## config.mk

```make
export PLATFORM = sky130hd
export DESIGN_NAME = keyed_watchdog
export DESIGN_NICKNAME = d
export VERILOG_FILES = /design/src/rtl/kwd_pkg.sv /design/src/rtl/kwd_key_fsm.sv /design/src/rtl/kwd_tick_gate.sv /design/src/rtl/kwd_cycle_count.sv /design/src/rtl/kwd_pulse_out.sv /design/src/rtl/keyed_watchdog.sv
export SDC_FILE = /design/constraint.sdc
export NUM_CORES = 1
export LEC_CHECK = 0
export BUFFER_PORTS_ARGS = -buffer_cell sky130_fd_sc_hd__buf_2
export CORE_MARGIN = 2
export CORE_UTILIZATION = 50
export CTS_CLUSTER_DIAMETER = 60
export DETAILED_ROUTE_END_ITERATION = 7
export PLACE_DENSITY = 0.75
export SYNTH_ARGS = -nofsm -noshare
export SYNTH_HDL_FRONTEND = slang
export SYNTH_SLANG_ARGS = --single-unit
export TNS_END_PERCENT = 10
```

## constraint.sdc

```tcl
create_clock -name clk -period 1.83 [get_ports clk]
set_input_delay 0.0915 -clock clk [delete_from_list [all_inputs] [get_ports clk]]
set_output_delay 0.0915 -clock clk [all_outputs]
set_load 0.02 [all_outputs]
```

## src/rtl/kwd_pkg.sv

```systemverilog
`timescale 1ns/1ps
package kwd_pkg;
    typedef enum logic { KEY_IDLE, KEY_HALF } key_state_t;
    typedef enum logic { WD_OFF, WD_RUN } wd_state_t;
    typedef enum logic { PO_QUIET, PO_DRIVE } po_state_t;

    localparam logic [7:0] KEY_BYTE_A = 8'h1E;
    localparam logic [7:0] KEY_BYTE_B = 8'hE1;
endpackage

```

## src/rtl/kwd_key_fsm.sv

```systemverilog
`timescale 1ns/1ps
module kwd_key_fsm
    import kwd_pkg::*;
#(
    parameter int ADDR_W = 8,
    parameter int DATA_W = 8,
    parameter logic [ADDR_W-1:0] SVC_ADDR = 'hA6
) (
    input  logic              clk,
    input  logic              rst_n,
    input  logic              clr,
    input  logic              wr_en,
    input  logic [ADDR_W-1:0] wr_addr,
    input  logic [DATA_W-1:0] wr_data,
    output logic              key_ok
);
    localparam logic [DATA_W-1:0] BYTE_A = DATA_W'(KEY_BYTE_A);
    localparam logic [DATA_W-1:0] BYTE_B = DATA_W'(KEY_BYTE_B);

    key_state_t state_q, state_d;
    logic       svc_hit;

    assign svc_hit = wr_en && (wr_addr == SVC_ADDR);

    always_ff @(posedge clk or negedge rst_n) begin
        if (!rst_n) state_q <= KEY_IDLE;
        else        state_q <= state_d;
    end

    always_comb begin
        state_d = state_q;
        key_ok  = 1'b0;
        unique case (state_q)
            KEY_IDLE: begin
                if (svc_hit && wr_data == BYTE_A) state_d = KEY_HALF;
            end
            KEY_HALF: begin
                if (svc_hit) begin
                    state_d = KEY_IDLE;
                    key_ok  = (wr_data == BYTE_B);
                end
            end
        endcase
        if (clr) state_d = KEY_IDLE;
    end
endmodule

```

## src/rtl/kwd_tick_gate.sv

```systemverilog
`timescale 1ns/1ps
module kwd_tick_gate (
    input  logic clk,
    input  logic rst_n,
    input  logic mc_tick,
    input  logic idle,
    input  logic idle_halt,
    input  logic pdown,
    input  logic wake_line,
    output logic tick_en
);
    // Set while in power-down; released once the wake-up line is seen high.
    logic pd_hold_q;

    always_ff @(posedge clk or negedge rst_n) begin
        if (!rst_n)         pd_hold_q <= 1'b0;
        else if (pdown)     pd_hold_q <= 1'b1;
        else if (wake_line) pd_hold_q <= 1'b0;
    end

    always_comb begin
        tick_en = mc_tick
                  && !pdown
                  && !(pd_hold_q && !wake_line)
                  && !(idle && idle_halt);
    end
endmodule

```

## src/rtl/kwd_cycle_count.sv

```systemverilog
`timescale 1ns/1ps
module kwd_cycle_count
    import kwd_pkg::*;
#(
    parameter int CNT_W = 14
) (
    input  logic clk,
    input  logic rst_n,
    input  logic key_ok,
    input  logic tick_en,
    output logic armed,
    output logic ovf
);
    // The count overflows on the tick that would take it to all ones.
    localparam logic [CNT_W-1:0] LAST = {{(CNT_W-1){1'b1}}, 1'b0};

    wd_state_t        state_q, state_d;
    logic [CNT_W-1:0] cnt_q, cnt_d;

    always_ff @(posedge clk or negedge rst_n) begin
        if (!rst_n) begin
            state_q <= WD_OFF;
            cnt_q   <= '0;
        end else begin
            state_q <= state_d;
            cnt_q   <= cnt_d;
        end
    end

    always_comb begin
        state_d = state_q;
        cnt_d   = cnt_q;
        ovf     = 1'b0;
        unique case (state_q)
            WD_OFF: begin
                if (key_ok) begin
                    state_d = WD_RUN;
                    cnt_d   = '0;
                end
            end
            WD_RUN: begin
                if (key_ok) begin
                    cnt_d = '0;
                end else if (tick_en && cnt_q == LAST) begin
                    ovf     = 1'b1;
                    state_d = WD_OFF;
                    cnt_d   = '0;
                end else if (tick_en) begin
                    cnt_d = cnt_q + 1'b1;
                end
            end
        endcase
    end

    assign armed = (state_q == WD_RUN);
endmodule

```

## src/rtl/kwd_pulse_out.sv

```systemverilog
`timescale 1ns/1ps
module kwd_pulse_out
    import kwd_pkg::*;
#(
    parameter int PULSE_LEN = 98
) (
    input  logic clk,
    input  logic rst_n,
    input  logic fire,
    input  logic suppress,
    output logic drive
);
    localparam int PW = $clog2(PULSE_LEN + 1);
    localparam logic [PW-1:0] P_END = PW'(PULSE_LEN - 1);

    po_state_t     state_q, state_d;
    logic [PW-1:0] pcnt_q, pcnt_d;
    logic          start;

    assign start = fire && !suppress;

    always_ff @(posedge clk or negedge rst_n) begin
        if (!rst_n) begin
            state_q <= PO_QUIET;
            pcnt_q  <= '0;
        end else begin
            state_q <= state_d;
            pcnt_q  <= pcnt_d;
        end
    end

    always_comb begin
        state_d = state_q;
        pcnt_d  = pcnt_q;
        unique case (state_q)
            PO_QUIET: begin
                if (start) begin
                    state_d = PO_DRIVE;
                    pcnt_d  = '0;
                end
            end
            PO_DRIVE: begin
                if (start)               pcnt_d  = '0;
                else if (pcnt_q == P_END) state_d = PO_QUIET;
                else                     pcnt_d  = pcnt_q + 1'b1;
            end
        endcase
    end

    always_comb begin
        drive = (state_q == PO_DRIVE);
    end
endmodule

```

## src/rtl/keyed_watchdog.sv

```systemverilog
`timescale 1ns/1ps
module keyed_watchdog #(
    parameter int ADDR_W = 8,
    parameter int DATA_W = 8,
    parameter logic [ADDR_W-1:0] SVC_ADDR = 'hA6,
    parameter int CNT_W = 14,
    parameter int PULSE_LEN = 98
) (
    input  logic              clk,
    input  logic              rst_n,
    input  logic              mc_tick,
    input  logic              wr_en,
    input  logic [ADDR_W-1:0] wr_addr,
    input  logic [DATA_W-1:0] wr_data,
    input  logic              idle,
    input  logic              pdown,
    input  logic              wake_line,
    input  logic              rto_dis,
    input  logic              idle_halt,
    output logic              wdt_reset_req,
    output logic              rst_out_drive
);
    logic key_ok;
    logic tick_en;
    logic wd_armed;
    logic ovf_evt;

    kwd_key_fsm #(
        .ADDR_W  (ADDR_W),
        .DATA_W  (DATA_W),
        .SVC_ADDR(SVC_ADDR)
    ) u_key (
        .clk    (clk),
        .rst_n  (rst_n),
        .clr    (ovf_evt),
        .wr_en  (wr_en),
        .wr_addr(wr_addr),
        .wr_data(wr_data),
        .key_ok (key_ok)
    );

    kwd_tick_gate u_gate (
        .clk      (clk),
        .rst_n    (rst_n),
        .mc_tick  (mc_tick),
        .idle     (idle),
        .idle_halt(idle_halt),
        .pdown    (pdown),
        .wake_line(wake_line),
        .tick_en  (tick_en)
    );

    kwd_cycle_count #(.CNT_W(CNT_W)) u_cnt (
        .clk    (clk),
        .rst_n  (rst_n),
        .key_ok (key_ok),
        .tick_en(tick_en),
        .armed  (wd_armed),
        .ovf    (ovf_evt)
    );

    kwd_pulse_out #(.PULSE_LEN(PULSE_LEN)) u_pulse (
        .clk     (clk),
        .rst_n   (rst_n),
        .fire    (ovf_evt),
        .suppress(rto_dis),
        .drive   (rst_out_drive)
    );

    always_ff @(posedge clk or negedge rst_n) begin
        if (!rst_n) wdt_reset_req <= 1'b0;
        else        wdt_reset_req <= ovf_evt;
    end
endmodule

```

==> insert_results.sql <==
INSERT INTO impl_metrics (metric_group, metric, value, unit) VALUES
('die', 'placement_rows', '20', ''),
('global_route', 'grt.total_usage', '22.2', '%'),
('placed_design', 'dpl.cell_count', '232', ''),
('drt', 'detailroute.via_count', '1439', ''),
('sta', 'worst_hold_slack', '0.129', 'ns'),
('sta', 'fin_tns_setup', '0', 'ns'),
('power_and_ir_drop', 'power_density', '545', 'mW/mm²'),
('sta', 'fmaxAchievable', '579', 'MHz'),
('yosys', 'synth_async_sr_flop_share', '100', '%'),
('yosys', 'synth.top_cells.by_count', 'dfrtp_1 (26), a21oi_1 (14), nand2_1 (12)', ''),
('global_route', 'largest_net_degree_at_the_start_of_global_routing', '27', ''),
('die', 'chipWidth', '60.7', 'µm'),
('finish', 'area_delta_synth_final', '19.1', '%'),
('finish', 'drive_above_1_share', '27.9', '%'),
('placed_design', 'globalplace.congestion', '0.862', ''),
('die', 'design.core.area', '0.00305', 'mm²'),
('die', 'boundaryPins', '27', ''),
('worst_setup_path', 'critical_path_source_type', 'flop', ''),
('yosys', 'netlist_instances', '160', ''),
('run_status', 'outcome', 'complete, no violations', ''),
('finish', 'nNetsFinal', '227', ''),
('drt', 'drt_pass1_iterations', '4', ''),
('die', 'initial_core_utilization', '52.6', '%'),
('cts', 'htree_num_levels', '1', ''),
('cts', 'cts_root_buf', 'clkbuf_4', ''),
('drt', 'route.detailed.drc', '0', ''),
('die', 'die_h', '60.7', 'µm'),
('cts', 'clock_path_buffers', '2', ''),
('sta', 'slew_at_the_pin_closest_to_its_max_slew_limit', '0.594', 'ns'),
('yosys', 'synth_most_common_cell', 'dfrtp_1', ''),
('yosys', 'syn_area_per_cell', '10.0', 'µm²'),
('yosys', 'synth_top_cell_by_area', 'dfrtp_1', ''),
('yosys', 'synth_enable_flop_cells', '0', ''),
('yosys', 'synth_ff_type', 'dfrtp_1', ''),
('worst_setup_path', 'worstPathMaxFanout', '7', ''),
('drt', 'routed_wire_length_per_instance', '15.2', 'µm'),
('sta', 'final_min_period_over_clock_period', '94.3', '%'),
('worst_setup_path', 'worst_setup_end_kind', 'flop', ''),
('placed_design', 'post-place-ws', '0.00639', 'ns'),
('yosys', 'post_synth_num_cell_types', '52', ''),
('yosys', 'netlist_top_cells_area', 'dfrtp_1 (40%), a21oi_1 (4.4%), or4_1 (3.3%)', ''),
('global_route', 'initial_antenna_violation_count', '0', ''),
('drt', 'drt-vias-per-instance', '5.97', ''),
('cts', 'numCtsBuffers', '3', ''),
('placed_design', 'placement.io_buffers', '26', ''),
('yosys', 'synth_nets', '189', ''),
('yosys', 'post_synth_instance_area', '0.00161', 'mm²'),
('sta', 'final_hold_viol_count', '0', ''),
('sta', 'setup_viol', '0', ''),
('cts', 'tritoncts', 'done', ''),
('sta', 'final_max_slew_viol_count', '0', ''),
('finish', 'post_layout_nonfiller_instances', '241', ''),
('worst_hold_path', 'hp-class', 'input pin to flop', ''),
('global_route', 'grt.overflow.total', '0', ''),
('yosys', 'yosysTopAreaCellShare', '40.5', '%'),
('cts', 'clock-sinks', '26', ''),
('worst_setup_path', 'crit_required', '2.06', 'ns'),
('yosys', 'synth-seq-cells', '26', ''),
('placed_design', 'dp_wirelength', '2.67', 'mm'),
('flow_run', 'maxCapViolCount', '0', ''),
('yosys', 'ys_seq_area_share', '40.5', '%'),
('global_route', 'first_pass_grt_wire_length', '6.22', 'mm'),
('yosys', 'ys.warnings.count', '0', ''),
('drt', 'drtAntennaViolNets', '0', ''),
('cts', 'clk_pin_slew', '0.16', 'ns'),
('sta', 'worst_slack', '0.104', 'ns'),
('cts', 'later_pin_clock_latency_in_the_skew_report', '0.33', 'ns'),
('drt', 'routed_wirelength', '3.67', 'mm'),
('finish', 'antenna-diode-count', '0', ''),
('worst_setup_path', 'cp.arrival', '1.96', 'ns'),
('sta', 'final.setup_skew', '0.0113', 'ns'),
('sta', 'max_slew_margin', '60.4', '%'),
('global_route', 'grt_pass1_vias', '1389', ''),
('sta', 'period_needed', '1.73', 'ns'),
('worst_setup_path', 'criticalPathCategory', 'flop to flop', ''),
('power_and_ir_drop', 'power.leakage', '0.843', 'nW'),
('power_and_ir_drop', 'vdd_ir_drop_max', '400', 'µV'),
('die', 'floorplan.die_area', '0.00368', 'mm²'),
('drt', 'initialDrtViolationCount', '77', '');
sequential cells by signal (all words and copies together) (netlist names):
signal	count
u_pulse.drive	1
u_cnt.cnt_q	14
u_pulse.pcnt_q	7
u_gate.pd_hold_q	1
u_cnt.armed	1
u_key.state_q	1
wdt_reset_req	1
power by group:
| part | total, W | internal [W] | switching (W) |
|---|---|---|---|
| sequential | 0.000577 | 0.000576 | 0.000000356 |
| combinational | 0.0000609 | 0.0000311 | 0.0000298 |
| clock | 0.000405 | 0.000222 | 0.000184 |
area by class of cell:
type	count	area (µm²)
Clock buffer	3	22.5
Clock inverter	1	30.0
Fill cell	274	1140
Inverter	3	11.3
Multi-Input combinational cell	124	901
Sequential cell	26	651
Tap cell	44	55.1
Timing Repair Buffer	40	243
path summary, 6_finish.rpt:
| check | start | end | slack, ns | cells past startpoint |
|---|---|---|---|---|
| worst max-delay path | u_cnt.cnt_q[0] | u_pulse.pcnt_q[2] | 0.10 | 7 |
| worst min-delay path | wake_line | u_gate.pd_hold_q | 0.13 | 3 |
| worst max register to register | u_cnt.cnt_q[0] | u_pulse.pcnt_q[2] | 0.10 | 7 |
| worst min register to register | u_cnt.cnt_q[9] | u_cnt.cnt_q[9] | 0.54 | 1 |
| max in group asynchronous | rst_n | u_cnt.cnt_q[11] | 1.16 | 2 |
| min in group asynchronous | rst_n | u_cnt.cnt_q[10] | 0.28 | 2 |
routing by layer:
layer | up-vias | global-route usage [%] | share of wire [%]
met1 | 726 | 28.5 | 43
met5 | - | 0 | 0
met2 | 22 | 39.9 | 54
met4 | 0 | 4.35 | 0
li1 | 691 | - | -
met3 | 0 | 2.99 | 2.7
kinds of logic after synthesis:
group	after synthesis	share of synthesized area, %
AOI/OAI and AO/OA	38	18.0
and+or+nand+nor	74	30.1
adders and majority gates	4	3.12
muxes	2	1.32
buffers and inverters	10	3.74
xor gates and xnor gates	6	3.27
DFF	26	40.5
layout by cell type (no fill, tap or decap), drive strengths merged, types with 6 or more instances in the layout:
master / synthesis / final
or4: 8 / 8
nor2: 10 / 10
nand2: 12 / 12
a21oi: 14 / 14
dfrtp: 26 / 26
o31ai: 6 / 6
nand3: 7 / 7
nand4: 8 / 8
buf: 6 / 37
metrics by stage:
stage	util, %	instance area, µm²	power [W]
finish	62.7	1910	0.00104
global route	62.7	1910	0.00109
global placement	59.3	1810	0.000641
detailed placement	59.3	1810	0.000644
CTS	62.0	1890	0.00105
floorplan	-	1610	0.000601
critical path, cell delays in order, from the launching register on:
cell       delay [ns]
dfrtp_1          0.41
inv_1            0.08
ha_2             0.18
and4_4           0.25
nand4_4          0.12
a2111oi_4        0.33
buf_4            0.20
nor2_1           0.05
timing repair:
action	4_1_cts	5_1_grt
hold endpoints to repair	28	0
setup endpoints to repair	7	9
hold buffers	3	0
pin swaps	1	3
setup buffers	0	2
resized for setup	0	3
(Power assumes the default switching activity.)
